==> src/rtl/epp_host_pkg.sv <==
package epp_host_pkg;

    // Control-register bit positions checked before a transfer
    localparam int CB_ZERO_A = 0;
    localparam int CB_ZERO_B = 1;
    localparam int CB_ZERO_C = 3;
    localparam int CB_DIR    = 5;

    typedef enum logic [2:0] {
        ST_IDLE,
        ST_SETUP,
        ST_STROBE,
        ST_DONE,
        ST_GAP
    } epp_state_e;

endpackage

==> src/rtl/epp_wait_sync.sv <==
module epp_wait_sync #(
    parameter int  STAGES  = 2,
    parameter bit  RST_VAL = 1'b0
) (
    input  logic clk,
    input  logic rst_n,
    input  logic d,
    output logic q
);

    logic [STAGES-1:0] chain_q;

    always_ff @(posedge clk or negedge rst_n) begin
        if (!rst_n) begin
            chain_q <= {STAGES{RST_VAL}};
        end else begin
            chain_q <= {chain_q[STAGES-2:0], d};
        end
    end

    assign q = chain_q[STAGES-1];

endmodule

==> src/rtl/epp_wait_timer.sv <==
module epp_wait_timer #(
    parameter int TW = 8
) (
    input  logic          clk,
    input  logic          rst_n,
    input  logic          load,
    input  logic          run,
    input  logic [TW-1:0] limit,
    output logic          expired
);

    logic [TW-1:0] cnt_q;

    assign expired = (cnt_q == limit);

    always_ff @(posedge clk or negedge rst_n) begin
        if (!rst_n) begin
            cnt_q <= '0;
        end else if (load) begin
            cnt_q <= '0;
        end else if (run && !expired) begin
            cnt_q <= cnt_q + 1'b1;
        end
    end

endmodule

==> src/rtl/epp_req_check.sv <==
module epp_req_check
    import epp_host_pkg::*;
(
    input  logic [7:0] ctrl,
    input  logic       wr,
    input  logic       is_addr,
    output logic       ok
);

    localparam logic [7:0] ZERO_MASK = 8'((1 << CB_ZERO_A) | (1 << CB_ZERO_B) | (1 << CB_ZERO_C));
    localparam logic [7:0] DIR_MASK  = 8'(1 << CB_DIR);

    logic zero_ok;
    logic dir_ok;
    logic kind_ok;

    always_comb begin
        zero_ok = ((ctrl & ZERO_MASK) == 8'h00);
        dir_ok  = (((ctrl & DIR_MASK) != 8'h00) == !wr);
        kind_ok = wr || !is_addr;
        ok      = zero_ok && dir_ok && kind_ok;
    end

endmodule

==> src/rtl/epp_host_engine.sv <==
module epp_host_engine
    import epp_host_pkg::*;
#(
    parameter int DW = 8,
    parameter int TW = 8
) (
    input  logic          clk,
    input  logic          rst_n,
    input  logic          req,
    input  logic          is_addr,
    input  logic          wr,
    input  logic [DW-1:0] wdata,
    input  logic [7:0]    ctrl,
    input  logic [TW-1:0] tmo_limit,
    output logic [DW-1:0] rdata,
    output logic          ready,
    output logic          err,
    output logic          tmo_flag,
    output logic          n_write,
    output logic          n_astb,
    output logic          n_dstb,
    output logic [DW-1:0] pd_out,
    output logic          pd_oe,
    input  logic [DW-1:0] pd_in,
    input  logic          n_wait
);

    epp_state_e state_q, state_d;

    logic          req_ok;
    logic          wait_rel;
    logic          tmo_exp;
    logic          finish;
    logic          kind_addr_q;
    logic          kind_wr_q;
    logic          err_q;
    logic          tmo_q;
    logic          nwrite_q;
    logic          oe_q;
    logic [DW-1:0] pd_q;
    logic [DW-1:0] rd_q;

    epp_req_check u_check (
        .ctrl    (ctrl),
        .wr      (wr),
        .is_addr (is_addr),
        .ok      (req_ok)
    );

    epp_wait_sync #(.STAGES(2), .RST_VAL(1'b0)) u_sync (
        .clk   (clk),
        .rst_n (rst_n),
        .d     (n_wait),
        .q     (wait_rel)
    );

    epp_wait_timer #(.TW(TW)) u_timer (
        .clk     (clk),
        .rst_n   (rst_n),
        .load    (state_q == ST_SETUP),
        .run     (state_q == ST_STROBE),
        .limit   (tmo_limit),
        .expired (tmo_exp)
    );

    assign finish = wait_rel || tmo_exp;

    // Next-state logic
    always_comb begin
        state_d = state_q;
        unique case (state_q)
            ST_IDLE:   if (req) state_d = req_ok ? ST_SETUP : ST_DONE;
            ST_SETUP:  state_d = ST_STROBE;
            ST_STROBE: if (finish) state_d = ST_DONE;
            ST_DONE:   state_d = ST_GAP;
            ST_GAP:    state_d = ST_IDLE;
            default:   state_d = ST_IDLE;
        endcase
    end

    // State register
    always_ff @(posedge clk or negedge rst_n) begin
        if (!rst_n) begin
            state_q <= ST_IDLE;
        end else begin
            state_q <= state_d;
        end
    end

    // Access capture, bus byte, read result and status
    always_ff @(posedge clk or negedge rst_n) begin
        if (!rst_n) begin
            kind_addr_q <= 1'b0;
            kind_wr_q   <= 1'b0;
            err_q       <= 1'b0;
            tmo_q       <= 1'b0;
            pd_q        <= '0;
            rd_q        <= '0;
            nwrite_q    <= 1'b1;
            oe_q        <= 1'b0;
        end else begin
            nwrite_q <= ctrl[CB_DIR];
            oe_q     <= !ctrl[CB_DIR];
            if (state_q == ST_IDLE && req) begin
                kind_addr_q <= is_addr;
                kind_wr_q   <= wr;
                err_q       <= !req_ok;
                if (req_ok && wr) begin
                    pd_q <= wdata;
                end
            end
            if (state_q == ST_STROBE && finish) begin
                if (!kind_wr_q) begin
                    rd_q <= wait_rel ? pd_in : '1;
                end
                if (!wait_rel) begin
                    tmo_q <= 1'b1;
                end
            end
        end
    end

    // Outputs decoded from state
    always_comb begin
        n_astb   = !(state_q == ST_STROBE && kind_addr_q);
        n_dstb   = !(state_q == ST_STROBE && !kind_addr_q);
        ready    = (state_q == ST_DONE);
        err      = (state_q == ST_DONE) && err_q;
        tmo_flag = tmo_q;
        n_write  = nwrite_q;
        pd_oe    = oe_q;
        pd_out   = pd_q;
        rdata    = rd_q;
    end

endmodule

==> config.mk <==
export PLATFORM = sky130hd
export DESIGN_NAME = epp_host_engine
export DESIGN_NICKNAME = d
export VERILOG_FILES = /design/src/rtl/epp_host_pkg.sv /design/src/rtl/epp_wait_sync.sv /design/src/rtl/epp_wait_timer.sv /design/src/rtl/epp_req_check.sv /design/src/rtl/epp_host_engine.sv
export SDC_FILE = /design/constraint.sdc
export NUM_CORES = 1
export LEC_CHECK = 0
export BUFFER_PORTS_ARGS = -buffer_cell sky130_fd_sc_hd__buf_4
export CORE_MARGIN = 1
export CORE_UTILIZATION = 40
export CTS_CLUSTER_SIZE = 30
export DETAILED_ROUTE_END_ITERATION = 10
export HOLD_SLACK_MARGIN = 0.12
export PLACE_DENSITY = 0.7
export SLEW_MARGIN = 20
export SYNTH_ARGS = -nofsm -noshare
export SYNTH_HDL_FRONTEND = slang
export SYNTH_HIERARCHICAL = 1
export SYNTH_SLANG_ARGS = --single-unit
==> constraint.sdc <==
create_clock -name clk -period 2.47 [get_ports clk]
set_input_delay 0.3705 -clock clk [delete_from_list [all_inputs] [get_ports clk]]
set_output_delay 0.3705 -clock clk [all_outputs]
set_load 0.01 [all_outputs]
==> impl_results.md <==
* Outcome: finished, final reports clean
* Power Density at 977 mW/mm2
* Vias in the first global route at between 1000 and 1500
* Post-CTS Setup Bufs at 0
* Die Wd at 66.6 um
* Initial antenna violation count at 0
* Routed wire per std cell at 13.8 um
* Starting DRT DRC Count at 54
* Worst Path Buf+Inv at 1
* Layout cells sized above 1 at 0.465
* # clock sinks at 35
* Worst path slowest cell: or3b_4
* Total Wirelength at ~3.5 mm
* CTS Buf Count at 5
* Grt ovf at 0
* Minimum clock period at 2.08 ns
* Fin crit share at 0.842
* Clock Pin Slew Worst Setup and Hold Paths at around 0.070 ns
* Tightest Pin Transition at ~0.56 ns
* Worst setup EP type: flip-flop
* Final Hold Fails at 0
* Overall Global Routing Usage at 0.169
* Slew Limit Fails at 0
* Slew headroom at 0.625
* Cell Rows at 23
* Max clock buf depth at 2
* First-pass GRT wire length at 5.51 mm
* Drt drc at 0
* Synth Instances at approximately 140
* Crit-path cells: or3b_4 -> inv_1 -> nand3_1 -> nor4_1 -> mux2_1
* Finished Layout Cells at 252
* Synthesized cell area at 0.00167 mm2
* Max H-tree Level at 2
* Synth warn at 6
* CTS tree: built
* Port bufs at 56
* Worst endpoint required time at 2.64 ns
* Final Setup Violations at 0
* Seq cells post-synth at 35
* Clk_skew at 0.00487 ns
* Antenna Nets Post-Route at 0
* Layout area overhead at 36.4%
* CP Launch Type: flip-flop
* N_diodes at 0
* Critical path class: reg -> reg
* Core box area at 0.00400 mm2
* Top Ports at 61
* Worst skew pair latency at approximately 0.28 ns
* CP max FO at 8
* Asr flop ratio synth at 1.00
* Number of synthesized flops with an enable pin at 0
* Leak Pwr at 1.05 nW
* Vias at 1245
* Fin Setup TNS at 0 ns
* First-pass DRT Iterations at 5
* Die span in y at 66.6 um
* HP Class: in -> reg
* Nets at 240
* Post-Place Cells at 243
* Crit path DAT at 2.24 ns
* Mean Syn Cell Area at 12.1 um2
* Post-cts gate resize count at 0
* GPL Wtd Cong at 0.870
* # Max-Cap Violations at 0
* Starting Density at 0.417
* Syn_nets at 177
* Clock root buffer: clkbuf_8
* Synth unique cells at 40
* Vias per cell at 4.94
* Die Footprint at 0.00443 mm2
* Main synth FF type: dfrtp_1
* RSZ-0062 raised after global routing: no
* Largest net degree at the start of global routing at 36
* F_max at 481 MHz
* Hpwl dp at about 2.6 mm
* Fraction of the yosys area taken by sequential cells at 0.526
* Peak supply drop at 0.554 mV
* CP top delay family: simple AND/OR/NAND/NOR gates
* Max incr delay on CP at 0.45 ns
-- worst paths after layout --
kind / startpoint / endpoint / slack [ns] / cells after the start
min reg2reg: u_sync/chain_q[0] / u_sync/chain_q[1] / 0.36 / 0
min: n_wait / u_sync/chain_q[0] / 0.19 / 1
min in group asynchronous: rst_n / u_timer/cnt_q[0] / 0.57 / 2
max reg2reg: state_q[0] / u_timer/cnt_q[7] / 0.39 / 5
max in group asynchronous: rst_n / n_write / 1.56 / 2
max: state_q[0] / u_timer/cnt_q[7] / 0.39 / 5
-- kinds of logic (layout without fill, tap and decap cells) --
family / count (synthesis) / count (layout) / share of synthesized area
DFF: 35 / 35 / 0.526
and+or+nand+nor: 50 / 50 / 0.198
AOI/OAI and AO/OA: 13 / 13 / 0.0548
muxes: 18 / 18 / 0.121
adders and majority gates: 1 / 1 / 0.00751
xor gates and xnor gates: 13 / 13 / 0.0728
buffers and inverters: 8 / 72 / 0.0195
-- layer usage --
layer	global-route usage	wire (um)
met2	0.287	1730
met4	0.0798	51
met3	0.0445	214
met5	0	0
met1	0.195	1470
-- cells in the mapped netlist (2+ instances only) --
library cell	number	share of area
xor2_1	5	0.026
o21ai_0	5	0.015
mux2_2	16	0.11
inv_1	5	0.011
dfrtp_1	34	0.51
nor2_1	10	0.023
a211oi_1	2	0.0090
nand4_4	2	0.026
xnor2_1	7	0.037
and3b_2	2	0.012
nand4_1	2	0.0075
buf_2	2	0.0060
nand2_1	10	0.023
nand2b_1	9	0.034
nand3_1	2	0.0060
-- repair_timing --
action                                  in CTS  in global routing
endpoints found under the setup margin       0                  0
endpoints found under the hold margin       34                  0
hold buffers                                 1                  0
-- flip-flops by register name, indices dropped and copies added, names as in the netlist --
signal          flops
tmo_flag            1
kind_addr_q         1
u_sync/chain_q      2
u_timer/cnt_q       8
kind_wr_q           1
state_q             3
err_q               1
n_write             1
pd_out              8
rdata               8
pd_oe               1
-- final cells by class --
cell class,count,area [um2]
Multi-Input combinational cell,95,757
Clock buffer,5,68.8
Clock inverter,3,43.8
Sequential cell,35,877
Tap cell,50,62.6
Fill cell,346,1730
Timing Repair Buffer,59,445
Inverter,5,18.8
-- report_power, final --
part	internal, W	switching (W)
registers	0.000750	0.000161
clock network	0.000300	0.000207
logic	0.000435	0.000369
total	0.00149	0.000737
-- stage by stage --
| step | setup slack (ns) | hold WS (ns) | cell area (um2) | utilization | power (W) |
|---|---|---|---|---|---|
| after floorplan | 0.547 | 0.0749 | 1670 | - | 0.00138 |
| after global placement | 0.278 | 0.340 | 2150 | 0.538 | 0.00169 |
| after detailed placement | 0.215 | 0.348 | 2150 | 0.538 | 0.00173 |
| after CTS | 0.366 | 0.178 | 2270 | 0.568 | 0.00225 |
| after global routing | 0.238 | 0.171 | 2270 | 0.568 | 0.00235 |
| final | 0.391 | 0.190 | 2270 | 0.568 | 0.00222 |
-- placed cells by master, fill, tap and decap left out, types with 2 or more instances in the layout --
cell type,count
inv_1,5
buf_4,58
a211oi_1,2
dfrtp_1,34
xnor2_1,7
nand2_1,10
nand4_4,2
mux2_2,16
o21ai_0,5
nand4_1,2
nand2b_1,9
nand3_1,2
xor2_1,5
clkbuf_8,5
nor2_1,10
and3b_2,2
Power figures use the tool's default switching activity.
